File: src/rtl/ucaf_pkg.sv
package ucaf_pkg;

  typedef enum logic [1:0] {
    VD_PASS   = 2'b00,
    VD_RAZWI  = 2'b01,
    VD_RDONLY = 2'b10,
    VD_RDWR   = 2'b11
  } verdict_e;

  typedef enum logic [1:0] {
    SK_EVENT = 2'b00,
    SK_CYCLE = 2'b01,
    SK_INSTR = 2'b10,
    SK_RSVD  = 2'b11
  } sel_kind_e;

  // Mask with the n lowest bits set.
  function automatic logic [63:0] low_ones(input int unsigned n);
    logic [63:0] m;
    for (int i = 0; i < 64; i++) m[i] = (i < n);
    return m;
  endfunction

  // Bits that can ever be writable: event bits, cycle bit, optional instruction bit.
  function automatic logic [63:0] build_mask(input int unsigned n_evt, input bit has_icnt);
    logic [63:0] m;
    m = low_ones(n_evt);
    m[n_evt] = 1'b1;
    if (has_icnt) m[n_evt + 1] = 1'b1;
    return m;
  endfunction

  // Bits writable right now, given the accessible event count.
  function automatic logic [63:0] live_mask(input int unsigned n_evt, input bit has_icnt,
                                            input int unsigned n_acc);
    logic [63:0] m;
    m = low_ones((n_acc < n_evt) ? n_acc : n_evt);
    m[n_evt] = 1'b1;
    if (has_icnt) m[n_evt + 1] = 1'b1;
    return m;
  endfunction

  function automatic verdict_e grant(input logic en, input logic wr_ok);
    if (!en) return VD_RAZWI;
    return wr_ok ? VD_RDWR : VD_RDONLY;
  endfunction

endpackage

File: src/rtl/ucaf_ctrl_reg.sv
module ucaf_ctrl_reg #(
  parameter int              CTRL_W   = 64,
  parameter int              NUM_EVT  = 31,
  parameter bit              HAS_ICNT = 1'b1,
  parameter int              IDX_W    = 5,
  parameter logic [CTRL_W-1:0] RST_VAL = '0
) (
  input  logic              clk,
  input  logic              rst_n,
  input  logic              wr_en,
  input  logic [CTRL_W-1:0] wr_data,
  input  logic [IDX_W-1:0]  num_acc,
  output logic [CTRL_W-1:0] q_vis
);
  import ucaf_pkg::*;

  localparam logic [63:0]       BUILD64 = build_mask(NUM_EVT, HAS_ICNT);
  localparam logic [CTRL_W-1:0] BUILD   = BUILD64[CTRL_W-1:0];

  logic [CTRL_W-1:0] q;
  logic [CTRL_W-1:0] legal;
  logic [CTRL_W-1:0] q_next;
  logic [63:0]       legal64;

  assign legal64 = live_mask(NUM_EVT, HAS_ICNT, 32'(num_acc));
  assign legal   = legal64[CTRL_W-1:0];
  assign q_next  = (q & ~legal) | (wr_data & legal);

  always_ff @(posedge clk or negedge rst_n) begin
    if (!rst_n)     q <= RST_VAL & BUILD;
    else if (wr_en) q <= q_next;
  end

  assign q_vis = q & legal;

  AST_WR_LANDS:  assert property (@(posedge clk) disable iff (!rst_n)
    wr_en |=> (((q ^ $past(wr_data)) & $past(legal)) == '0));
  AST_WR_FENCED: assert property (@(posedge clk) disable iff (!rst_n)
    wr_en |=> (((q ^ $past(q)) & ~$past(legal)) == '0));
  AST_WORD_HOLD: assert property (@(posedge clk) disable iff (!rst_n)
    !wr_en |=> $stable(q));

endmodule

File: src/rtl/ucaf_bit_pick.sv
module ucaf_bit_pick #(
  parameter int NUM_EVT  = 31,
  parameter bit HAS_ICNT = 1'b1,
  parameter int IDX_W    = 5,
  localparam int PICK_W  = NUM_EVT + 2
) (
  input  logic [PICK_W-1:0] perm,
  input  logic [1:0]        kind,
  input  logic [IDX_W-1:0]  idx,
  input  logic              mode_cr,
  input  logic              mode_er,
  input  logic              mode_ir,
  output logic              en_bit,
  output logic              wr_ok
);
  import ucaf_pkg::*;

  localparam int CYC_POS  = NUM_EVT;
  localparam int ICNT_POS = NUM_EVT + 1;

  logic icnt_bit;
  logic evt_bit;

  generate
    if (HAS_ICNT) begin : g_icnt
      assign icnt_bit = perm[ICNT_POS];
    end else begin : g_noicnt
      assign icnt_bit = 1'b0;
    end
  endgenerate

  always_comb begin
    evt_bit = 1'b0;
    for (int i = 0; i < NUM_EVT; i++)
      if (32'(idx) == i) evt_bit = perm[i];
  end

  always_comb begin
    unique case (sel_kind_e'(kind))
      SK_EVENT: begin en_bit = evt_bit;       wr_ok = mode_er; end
      SK_CYCLE: begin en_bit = perm[CYC_POS]; wr_ok = mode_cr; end
      SK_INSTR: begin en_bit = icnt_bit;      wr_ok = mode_ir; end
      default:  begin en_bit = 1'b0;          wr_ok = 1'b0;    end
    endcase
  end

endmodule

File: src/rtl/ucaf_verdict.sv
module ucaf_verdict (
  input  logic       lvl_hi_32,
  input  logic       uen,
  input  logic       exc,
  input  logic       en_bit,
  input  logic       wr_ok,
  output logic       bypass,
  output logic [1:0] verdict,
  output logic       zero_blk
);
  import ucaf_pkg::*;

  verdict_e vd;

  assign bypass   = lvl_hi_32 | ~uen | exc;
  assign vd       = bypass ? VD_PASS : grant(en_bit, wr_ok);
  assign verdict  = vd;
  assign zero_blk = ~bypass & ~en_bit;

endmodule

File: src/rtl/ucnt_access_filter.sv
module ucnt_access_filter #(
  parameter int              CTRL_W   = 64,
  parameter int              NUM_EVT  = 31,
  parameter bit              HAS_ICNT = 1'b1,
  parameter logic [CTRL_W-1:0] RST_VAL = '0,
  localparam int             IDX_W    = $clog2(NUM_EVT + 1)
) (
  input  logic              clk,
  input  logic              rst_n,
  input  logic              cw_wr_en,
  input  logic [CTRL_W-1:0] cw_wr_data,
  output logic [CTRL_W-1:0] cw_rd_data,
  input  logic [IDX_W-1:0]  num_acc,
  input  logic              lvl_hi_32,
  input  logic              ctl_uen,
  input  logic              ctl_cr,
  input  logic              ctl_er,
  input  logic              ctl_ir,
  input  logic              acc_exc,
  input  logic [1:0]        sel_kind,
  input  logic [IDX_W-1:0]  sel_idx,
  output logic [1:0]        verdict,
  output logic              zero_wr_blk
);
  import ucaf_pkg::*;

  localparam int CYC_POS = NUM_EVT;
  localparam int PICK_W  = NUM_EVT + 2;

  logic en_bit;
  logic wr_ok;
  logic bypass;

  ucaf_ctrl_reg #(
    .CTRL_W(CTRL_W), .NUM_EVT(NUM_EVT), .HAS_ICNT(HAS_ICNT),
    .IDX_W(IDX_W), .RST_VAL(RST_VAL)
  ) u_reg (
    .clk(clk), .rst_n(rst_n), .wr_en(cw_wr_en), .wr_data(cw_wr_data),
    .num_acc(num_acc), .q_vis(cw_rd_data)
  );

  ucaf_bit_pick #(
    .NUM_EVT(NUM_EVT), .HAS_ICNT(HAS_ICNT), .IDX_W(IDX_W)
  ) u_pick (
    .perm(cw_rd_data[PICK_W-1:0]), .kind(sel_kind), .idx(sel_idx),
    .mode_cr(ctl_cr), .mode_er(ctl_er), .mode_ir(ctl_ir),
    .en_bit(en_bit), .wr_ok(wr_ok)
  );

  ucaf_verdict u_vd (
    .lvl_hi_32(lvl_hi_32), .uen(ctl_uen), .exc(acc_exc),
    .en_bit(en_bit), .wr_ok(wr_ok),
    .bypass(bypass), .verdict(verdict), .zero_blk(zero_wr_blk)
  );

  AST_BYPASS_PASS: assert property (@(posedge clk) disable iff (!rst_n)
    (lvl_hi_32 || !ctl_uen || acc_exc) |-> (verdict == VD_PASS && !zero_wr_blk));
  AST_BLK_IS_RAZ: assert property (@(posedge clk) disable iff (!rst_n)
    zero_wr_blk |-> (verdict == VD_RAZWI));
  AST_RAZ_IS_BLK: assert property (@(posedge clk) disable iff (!rst_n)
    (verdict == VD_RAZWI) |-> zero_wr_blk);
  AST_RSVD_KIND: assert property (@(posedge clk) disable iff (!rst_n)
    (!bypass && sel_kind == SK_RSVD) |-> (verdict == VD_RAZWI));
  AST_OOR_EVT: assert property (@(posedge clk) disable iff (!rst_n)
    (!bypass && sel_kind == SK_EVENT && sel_idx >= num_acc) |-> (verdict == VD_RAZWI));
  AST_CYC_MODE: assert property (@(posedge clk) disable iff (!rst_n)
    (!bypass && sel_kind == SK_CYCLE && cw_rd_data[CYC_POS])
      |-> (verdict == (ctl_cr ? VD_RDWR : VD_RDONLY)));

endmodule

File: config.mk
export PLATFORM = sky130hd
export DESIGN_NAME = ucnt_access_filter
export DESIGN_NICKNAME = d
export VERILOG_FILES = /design/src/rtl/ucaf_pkg.sv /design/src/rtl/ucaf_ctrl_reg.sv /design/src/rtl/ucaf_bit_pick.sv /design/src/rtl/ucaf_verdict.sv /design/src/rtl/ucnt_access_filter.sv
export SDC_FILE = /design/constraint.sdc
export NUM_CORES = 1
export LEC_CHECK = 0
export CAP_MARGIN = 20
export CELL_PAD_IN_SITES_DETAIL_PLACEMENT = 1
export CELL_PAD_IN_SITES_GLOBAL_PLACEMENT = 1
export CORE_ASPECT_RATIO = 0.75
export CORE_UTILIZATION = 28
export DETAILED_ROUTE_END_ITERATION = 12
export DONT_BUFFER_PORTS = 1
export PLACE_DENSITY_LB_ADDON = 0.15
export SYNTH_ARGS = -nofsm -noshare
export SYNTH_HDL_FRONTEND = slang
export SYNTH_HIERARCHICAL = 1
export SYNTH_SLANG_ARGS = --single-unit
File: constraint.sdc
create_clock -name clk -period 3.9 [get_ports clk]
set_input_delay 0.78 -clock clk [delete_from_list [all_inputs] [get_ports clk]]
set_output_delay 0.78 -clock clk [all_outputs]
set_load 0.03 [all_outputs]
-- Yosys cells after proc, flatten, opt, wreduce, memory -nomap -nowiden
Index checks and enable logic that the tools add are counted.
- reduce and logical (&&, ||, !) cells: 2
- bitwise gates (word level): 11
- mux-type cells: 37
- eq/ne operators: 32
- magnitude comparators: 63
- operators with widths (cell ; number):
    $lt A6 B32 Y1 const A ; 31
    $lt A5 B32 Y1 const A ; 15
    $lt A4 B32 Y1 const A ; 8
    $and A64 B64 Y64 ; 3
    $lt A3 B32 Y1 const A ; 4
    $eq A5 B5 Y1 const B ; 15
    $lt A1 B32 Y1 const A ; 2
    $lt A2 B32 Y1 const A ; 2
    $not A64 Y64 ; 1
    $or A64 B64 Y64 ; 1
    $eq A5 B4 Y1 const B ; 8
    $mux W1 ; 32
    $eq A5 B3 Y1 const B ; 4
    $eq A5 B2 Y1 const B ; 2
    $pmux W1 S3 ; 2
    $eq A5 B1 Y1 const B ; 1
    $logic_not A5 Y1 ; 1
    $lt A5 B5 Y1 const B ; 1
    $mux W5 ; 1
    $mux W2 ; 2
    $not A1 Y1 ; 3
    $eq A2 B1 Y1 const B ; 1
    $eq A2 B2 Y1 const B ; 1
    $logic_not A2 Y1 ; 1
    other kinds (2) ; 3
- output and inout bits: 67
- bits in registers: 64
- bits of input ports: 85
- word-level logic and storage cells: 146

-- Depth between registers and ports, before layout
Gate-level depths: netlist of the first run.
- depth in word-level cells: 38
- depth in mapped cells: 13
- gate-level depth less buffers: 11

-- Cells and area by module
The synthesis of the first run kept the hierarchy.
- by module, submodules not included (module ; cells each ; instances ; seq. area each (µm²) ; area each (µm²)):
    ucaf_ctrl_reg ; 205 ; 1 ; 825.8 ; 2062.0
    ucaf_bit_pick ; 101 ; 1 ; 0.0 ; 665.6
    ucaf_verdict ; 6 ; 1 ; 0.0 ; 35.0

-- Least setup slack after synthesis of the first run
OpenSTA, ideal clock, no wires.
- path type: in2out
- from: input num_acc[2]
- to: output verdict[1]
- required time: 3120 ps
- buffers on the path: 2
- arrival time: 3349 ps
- slack: -229 ps
- cell stages on the path: 12
- path through: buf_6 buf_2 nand2_1 a21boi_0 nand3b_1 o21ai_0 a221oi_1 a211o_1 a32o_1 a21oi_2 inv_1 nor2_1
- elaborated cells on any way between the ends: 68
- those cells by class: order compare (32); mux (35); bitwise (1)
- RTL lines (what ; line ; text):
    from (decl) ; ucnt_access_filter.sv:13 ; input logic [IDX_W-1:0] num_acc,
    $lt A5 B5 Y1 ; ucaf_pkg.sv:37 ; m = low_ones((n_acc < n_evt) ? n_acc : n_evt);
    $mux W5 (*) ; ucaf_pkg.sv:37 ;
    $lt A3 B32 Y1 (*) ; ucaf_pkg.sv:20 ; for (int i = 0; i < 64; i++) m[i] = (i < n);
    $and A64 B64 Y64 (*) ; ucaf_ctrl_reg.sv:34 ; assign q_vis = q & legal;
    via cw_rd_data[5] ; ucnt_access_filter.sv:12 ; output logic [CTRL_W-1:0] cw_rd_data,
    $mux W1 (*) (26 in a row) ; ucaf_bit_pick.sv:35 ; if (32'(idx) == i) evt_bit = perm[i];
    $pmux W1 S3 (*) ; ucaf_bit_pick.sv:39 ; unique case (sel_kind_e'(kind))
    via en_bit ; ucnt_access_filter.sv:30 ; logic en_bit;
    $mux W2 (*) ; ucaf_pkg.sv:45 ; return wr_ok ? VD_RDWR : VD_RDONLY;
    $mux W2 (*) ; ucaf_verdict.sv:16 ; assign vd = bypass ? VD_PASS : grant(en_bit, wr_ok);
    to (decl) ; ucnt_access_filter.sv:22 ; output logic [1:0] verdict,
Mark *: on every way through the listed nets, which the timed path passes. The rest lies on a longest branch.

-- Final worst setup path of the first run
- from: input num_acc[2]
- to: output verdict[1]
- longest elaborated chain between the ends: 38
- elaborated cells on any way between the ends: 68
- those cells by class: order compare (32); mux (35); bitwise (1)
- RTL lines (what ; line):
    $lt A5 B5 Y1 ; ucaf_pkg.sv:37
    $mux W5 (*) ; ucaf_pkg.sv:37
    $lt A1 B32 Y1 ; ucaf_pkg.sv:20
    $and A64 B64 Y64 (*) ; ucaf_ctrl_reg.sv:34
    $mux W1 (30 in a row) ; ucaf_bit_pick.sv:35
    $mux W1 (*) ; ucaf_bit_pick.sv:35
    $pmux W1 S3 (*) ; ucaf_bit_pick.sv:39
    via en_bit ; ucnt_access_filter.sv:30
    $mux W2 (*) ; ucaf_pkg.sv:45
    $mux W2 (*) ; ucaf_verdict.sv:16
Marked as above.

==> out/qor.yml, run 1 <==
yosysUniqueCellTypes: 58
crit_end: "verdict[1]"
antenna_found_initial: 1
cp_cell_sequence: "or3_1 > a21oi_1 > nor2b_2 > nor2b_1 > nor3_1 > o311a_1 > a211o_1 > a32o_1 > a21oi_2 > inv_1 > nor2_2 > buf_4"
async_flop_share: 1.000
clock-sinks: 33
hold_slack_ps: 194.4
worstSetupPathType: "in2out"
crit_path_top_delay_cell: "a211o_1"
reg2reg_slack_ps: 2950
clock_skew_ps: 0
setup_viol: 0
status: "complete, no violations"
postRouteAntennaNets: 0
worstSkewPairLatency_ps: 270
start_util: 0.2968
synth.ff_latch_count: 33
multiInputGateArea_mm2: 0.001645
synthFlopType: "dfrtp_1"
endpoint_kind: "primary output"
stdcell_area_mm2: 0.003034
final_util: 0.3259
finalPower_mw: 1.242
fp.coreArea_mm2: 0.009309
fin_setup_tns_ps: 0
drt_wl_total_um: 8909
hold_path.class: "in2async"
yosysWarnings: 6
grt_pass1_wl_um: 13250
clk_pin_slew_ps: 60
irDropWorstVdd_mv: 0.1936
hpwl_um: 6657
rsz0062_at_grt: "no"
fin_crit_ps: 3667
avgSynthCellArea_um2: 8.855
cts_buffer_depth: 2
cts_tree: "built"
postCtsHoldBufs: 0
nNetsFinal: 404
grt-ovfl-total: 0
die_w_um: 116.7
max_stage_delay_ps: 310
ctsHtreeMaxLevel: 2
place_inst: 440
rr_startpoint: "u_reg/q[31]"
syn-cell-area_mm2: 0.002763
numCtsBuffers: 5
first_pass_iters: 6
gp_congestion: 0.7424
slew_headroom: 0.6677
drive_gt1_frac: 0.2531
crit_buf_inv: 2
power_density_mw_per_mm2: 409.5
max_freq_mhz: 272.7
seq_area_um2: 825.8
nFillCells: 1158
syn_inst: 312
r2r-end: "u_reg/q[31]"
vias: 2303
synth_seq_area_share: 0.2989
grt_max_degree: 34
synth_edf_count: 0
wire_per_inst_um: 19.84
die_area_mm2: 0.01027
vias_per_cell: 5.129
slew_viol_final: 0
cts_resized: 0
required_ps: 3120
placed_area_mm2: 0.002860
p_leak_nw: 1.291
first_iter_violations: 160
finalHoldViolations: 0
die_y_um: 88.03
path_depth: 12
start_kind: "primary input"
rows: 30
cts_setup_buffers: 0
pre_cts_ws_ps: 233.3
crit_start: "num_acc[2]"
grt.total_usage: 0.1728
tightestPinTransition_ps: 493.2
setup_ws_ps: 233.3
finalCritPeriodShare: 0.9402
grt_pass1_vias: 2200
io_buffers: 0
worstPathMaxFanout: 18
r2r_cells: 1
fin_cells: 449
drcViolationCount: 0
cts_root_buf: "clkbuf_16"
boundaryPins: 152
maxCapViolations: 0
crit_family: "compound AO/OA/AOI/OAI gates"
synthToLayoutAreaGrowth_pct: 9.828
worstPathArrival_ps: 2890
==> how the worst min path moves through the flow <==
stage,start,to,slack [ps],cells past startpoint
after floorplan,register,register,440,2
after global routing,rst_n,asynchronous set/reset pin,180,0
after global placement,register,register,460,2
after detailed placement,register,register,480,1
final,rst_n,asynchronous set/reset pin,190,0
after CTS,rst_n,asynchronous set/reset pin,190,0
==> logic make-up (layout without fill, tap and decap cells) <==
kind of cell,Yosys count,after routing,share of synthesized area
AOI/OAI and AO/OA,77,77,0.1957
buffers and inverters,63,41,0.1513
DFF,33,33,0.2989
muxes,36,36,0.1454
other,1,32,0.001357
and+or+nand+nor,102,102,0.2074
==> layout by cell type, fill, tap and decap left out, types with 4 or more instances in the layout <==
| cell | count |
|---|---|
| inv_1 | 5 |
| buf_4 | 28 |
| a21oi_1 | 13 |
| nor2_1 | 17 |
| nand2b_1 | 6 |
| nor2b_1 | 9 |
| and3_1 | 9 |
| conb_1 | 31 |
| mux2_2 | 31 |
| o21a_1 | 9 |
| dfrtp_1 | 33 |
| nand2_1 | 21 |
| nand3_1 | 8 |
| o21ai_0 | 18 |
| and2_1 | 4 |
| clkbuf_16 | 5 |
| o211a_1 | 4 |
==> cell type report <==
cell class	count	share of cell area
multi-input cells	246	0.5423
flip-flops and latches	33	0.2722
repair buffers	28	0.06928
well taps	128	0.05278
clock buffers	5	0.04124
clock inverters	3	0.01526
inverters	5	0.006186
diodes	1	0.0008247
==> synthesized netlist by cell type (all sizes together) (3+ instances only) <==
cell / number / area (um2)
buf: 55 / 386.6
dfrtp: 33 / 825.8
mux2: 33 / 371.6
nand2: 21 / 78.83
o21ai: 20 / 107.6
nor2: 19 / 71.32
a21oi: 16 / 87.59
nor2b: 11 / 68.82
and3: 9 / 56.30
o21a: 9 / 67.56
nand3: 8 / 40.04
nand2b: 6 / 37.54
inv: 5 / 18.77
a21boi: 4 / 30.03
and2: 4 / 25.02
o211a: 4 / 40.04
a31oi: 3 / 18.77
clkbuf: 3 / 12.51
mux2i: 3 / 30.03
nand3b: 3 / 22.52
nor3: 3 / 15.01
nor4: 3 / 18.77
==> power breakdown <==
part / internal (mW) / switching (mW) / total (mW)
sequential: 0.398 / 0.0338 / 0.432
clock: 0.302 / 0.158 / 0.460
combinational: 0.136 / 0.214 / 0.350
total: 0.837 / 0.405 / 1.24
==> metal layers <==
layer,GRT usage,wire length [um],up-vias
met5,0,13,-
met1,0.2503,4300,1155
met4,0.02071,15,2
met2,0.2587,3926,72
met3,0.05121,653,4
li1,-,-,1070
Note: power is estimated with default switching activity, not from simulation.
==> run 2: changes to the inputs <==
Settings changed: CTS_BUF_LIST from default to sky130_fd_sc_hd__clkbuf_4.
==> run 2 against run 1 <==
Effect of this change:
- clock power decreased by 40%
- critical endpoint unchanged
- sequential share of layout area increased by 0.81 points
- register-to-register slack about the same
- power decreased by 15%
- critical path type unchanged
- die area unchanged
- largest cell class unchanged
- sequential power about the same
==> out/qor.yml, run 2 (synthesis results as in run 1) <==
endpoint_kind: "primary output"
cts_root_buf: "clkbuf_4"
finalPower_mw: 1.055
grt-ovfl-total: 0
required_ps: 3120
drcViolationCount: 0
stdcell_area_mm2: 0.002947
hpwl_um: 6657
crit_path_top_delay_cell: "a211o_1"
antenna_found_initial: 1
power_density_mw_per_mm2: 358.1
wire_per_inst_um: 19.67
drt_wl_total_um: 8832
grt_pass1_vias: 2191
grt.total_usage: 0.1725
gp_congestion: 0.7424
vias: 2278
switching_share: 0.3657
seqPwrFrac: 0.408
slew_headroom: 0.6525
fin_crit_ps: 3659
hold_path.class: "in2async"
worstPathMaxFanout: 18
grt_max_degree: 34
maxCapViolations: 0
worstPathArrival_ps: 2880
worstSkewPairLatency_ps: 340
fp.coreArea_mm2: 0.009309
final_cell_mix: "33 x dfrtp_1, 31 x mux2_2, 31 x conb_1"
cts_resized: 0
rsz0062_at_grt: "no"
fin_setup_tns_ps: 0
ctsHtreeMaxLevel: 2
met1_length_um: 4343
postRouteAntennaNets: 0
finalHoldViolations: 0
final_common_cell: "dfrtp_1"
power.internal_mw: 0.6692
worstSetupPathType: "in2out"
wl_met2_um: 3858
combPwrFrac: 0.331
dr_wl_met3_um: 576
place_inst: 440
rows: 30
p_leak_nw: 1.253
die_y_um: 88.03
grt_pass1_wl_um: 13210
max_stage_delay_ps: 310
postCtsHoldBufs: 0
setup_viol: 0
status: "complete, no violations"
max_freq_mhz: 273.3
first_pass_iters: 4
cts_buffer_depth: 2
fin_cells: 449
synthToLayoutAreaGrowth_pct: 6.658
start_util: 0.2968
clock-sinks: 33
start_kind: "primary input"
cts_setup_buffers: 0
slew_viol_final: 0
boundaryPins: 152
pwr-share-clk: 0.260
clk_pin_slew_ps: 130
die_w_um: 116.7
top_layer_used: "met5"
cts_tree: "built"
clock_skew_ps: 0
drive_gt1_frac: 0.2531
numCtsBuffers: 5
die_area_mm2: 0.01027
placed_area_mm2: 0.002860
nNetsFinal: 404
cp_cell_sequence: "or3_1 > a21oi_1 > nor2b_2 > nor2b_1 > nor3_1 > o311a_1 > a211o_1 > a32o_1 > a21oi_2 > inv_1 > nor2_2 > buf_4"
tightestPinTransition_ps: 515.8
finalCritPeriodShare: 0.9382
power.switching_mw: 0.3859
first_iter_violations: 176
irDropWorstVdd_mv: 0.1824
io_buffers: 0
vias_per_cell: 5.073
==> run 2: cell counts in the layout (fill, tap and decap cells not counted) <==
No cell type changed its count.
==> run 2: power by group through the flow <==
| stage | registers [mW] | logic, mW | clock network, mW |
|---|---|---|---|
| finish | 0.431 | 0.350 | 0.275 |
| global route | 0.437 | 0.375 | 0.298 |
| CTS | 0.430 | 0.351 | 0.287 |
| detailed placement | 0.438 | 0.350 | 0 |
| global placement | 0.434 | 0.346 | 0 |
| floorplan | 0.421 | 0.327 | 0 |
==> run 2: through the flow <==
| step | utilization | setup WS, ps | hold WS, ps |
|---|---|---|---|
| after global routing | 0.3163 | 59.65 | 75.78 |
| final | 0.3165 | 240.9 | 108.6 |
| after global placement | 0.3073 | 231.7 | 458.6 |
| after CTS | 0.3163 | 224.2 | 83.45 |
| after floorplan | - | 61.82 | 438.0 |
| after detailed placement | 0.3073 | 233.3 | 476.5 |
==> run 2: final timing paths <==
check / start / end / depth (start not counted) / slack, ps
hold / removal: rst_n / asynchronous set/reset pin / 0 / 110
setup reg to reg: u_reg/q[31] / u_reg/q[31] / 1 / 2940
setup / recovery: num_acc[2] / verdict[1] / 12 / 240
max in group asynchronous: rst_n / asynchronous set/reset pin / 0 / 3700
min in group clk: register / register / 1 / 510
hold reg to reg: register / register / 1 / 510
==> run 2: critical path, delay by kind of cell <==
kind                   cells  cell delay, ps
AO/OA/AOI/OAI              5            1150
AND/OR/NAND/NOR            5             710
buffers and inverters      2             230
==> run 2: layout make-up <==
cell class,count,area (um2)
Timing Repair Buffer,28,210.2
Clock inverter,3,46.29
Multi-Input combinational cell,246,1645
Sequential cell,33,825.8
Fill cell,1168,6362
Clock buffer,5,37.54
Tap cell,128,160.2
Antenna cell,1,2.502
Inverter,5,18.77
==> run 2: layer usage <==
metal,vias to the layer above,GRT usage
met5,-,0
met4,2,0.02417
met2,64,0.2561
met3,7,0.04844
met1,1135,0.2520
li1,1070,-
==> run 3: changes to the inputs <==
Settings changed: CAP_MARGIN 20 to default, CORE_MARGIN from default to 3, CORE_UTILIZATION 28 to 47.
==> run 3 against run 2 <==
Effect of this change:
- clock skew unchanged
- power decreased by 9.1%
- wire length decreased by 11%
- clock power decreased by 33%
- cell count decreased by 12%
- sequential power about the same
- critical path depth unchanged
- first-iteration DRC count decreased by 35%
- utilization increased by 20 points
- die area decreased by 33%
- critical path type unchanged
- highest routed layer unchanged
==> out/qor.yml, run 3 (synthesis results as in run 1) <==
cp_cell_sequence: "or3_1 > a21oi_1 > nor2b_2 > nor2b_1 > nor3_1 > o311a_1 > a211o_1 > a32o_1 > a21oi_2 > inv_1 > nor2_2 > buf_4"
setup_viol: 0
hpwl_um: 6003
gp_congestion: 0.8179
cts_buffer_depth: 2
nFillCells: 670
crit_buf_inv: 2
worstSetupPathType: "in2out"
wl_met2_um: 3601
setup_ws_ps: 179.8
clk_pin_slew_ps: 100
finalPower_mw: 0.9587
multiInputGateArea_mm2: 0.001645
stdcell_area_mm2: 0.002838
met1_length_um: 3450
grt_pass1_wl_um: 11960
nNetsFinal: 403
irDropWorstVdd_mv: 0.2036
fin_crit_ps: 3720
cts_tree: "built"
top_layer_used: "met5"
start_kind: "primary input"
boundaryPins: 152
wire_per_inst_um: 19.93
vias_per_cell: 5.805
slew_viol_final: 0
numCtsBuffers: 5
cts_root_buf: "clkbuf_4"
postRouteAntennaNets: 0
die_area_mm2: 0.006844
io_buffers: 0
rows: 23
postCtsHoldBufs: 0
drcViolationCount: 0
endpoint_kind: "primary output"
placed_area_mm2: 0.002786
final_cell_mix: "33 x dfrtp_1, 31 x mux2_2, 31 x conb_1"
finalHoldViolations: 0
crit_family: "compound AO/OA/AOI/OAI gates"
synthToLayoutAreaGrowth_pct: 2.717
cts_setup_buffers: 0
die_y_um: 72.40
ctsHtreeMaxLevel: 2
maxCapViolations: 0
hold_slack_ps: 131.0
max_freq_mhz: 268.8
pre_cts_ws_ps: 182.2
dr_wl_met3_um: 723
final_util: 0.5163
vias: 2287
finalCritPeriodShare: 0.9539
place_inst: 386
drive_gt1_frac: 0.2453
clock-sinks: 33
required_ps: 3120
first_iter_violations: 114
power_density_mw_per_mm2: 337.8
rsz0062_at_grt: "no"
grt-ovfl-total: 0
clock_skew_ps: 0
crit_path_top_delay_cell: "a211o_1"
max_stage_delay_ps: 310
worstPathMaxFanout: 18
status: "complete, no violations"
fin_cells: 394
first_pass_iters: 4
grt_max_degree: 34
fp.coreArea_mm2: 0.005497
cts_resized: 0
seq_area_um2: 825.8
hold_path.class: "in2async"
die_w_um: 94.53
p_leak_nw: 1.235
grt_pass1_vias: 2168
worstPathArrival_ps: 2940
drt_wl_total_um: 7854
antenna_found_initial: 2
fin_setup_tns_ps: 0
final_common_cell: "dfrtp_1"
start_util: 0.5026
grt.total_usage: 0.2298
worstSkewPairLatency_ps: 320
-- run 3: layer usage --
metal / vias to the layer above / track usage
li1: 1070 / -
met5: - / 0
met4: 2 / 0.04000
met3: 7 / 0.07979
met1: 1126 / 0.3208
met2: 82 / 0.3506
-- run 3: power by group --
part	internal (mW)	total (mW)	switching, mW
Sequential	0.397	0.428	0.0313
Clock	0.0724	0.183	0.110
Combinational	0.136	0.348	0.212
Total	0.605	0.959	0.353
-- run 3: path summary, 6_finish.rpt --
check | startpoint | endpoint | slack [ps] | cells after the start
hold reg to reg | register | register | 490 | 2
min in group clk | register | register | 490 | 2
setup / recovery | num_acc[2] | verdict[1] | 180 | 12
max in group asynchronous | rst_n | asynchronous set/reset pin | 3680 | 0
hold / removal | rst_n | asynchronous set/reset pin | 130 | 0
setup reg to reg | u_reg/q[31] | u_reg/q[31] | 2960 | 1
-- run 3: layout make-up --
cell class                 instances  share of cell area
antenna                            1           0.0008818
clock buffer                       6             0.01587
clock inverter                     1            0.001323
inverter                           5            0.006614
multi-input combinational        246              0.5798
sequential                        33              0.2910
tap                               75             0.03307
timing repair buffer              27             0.07143
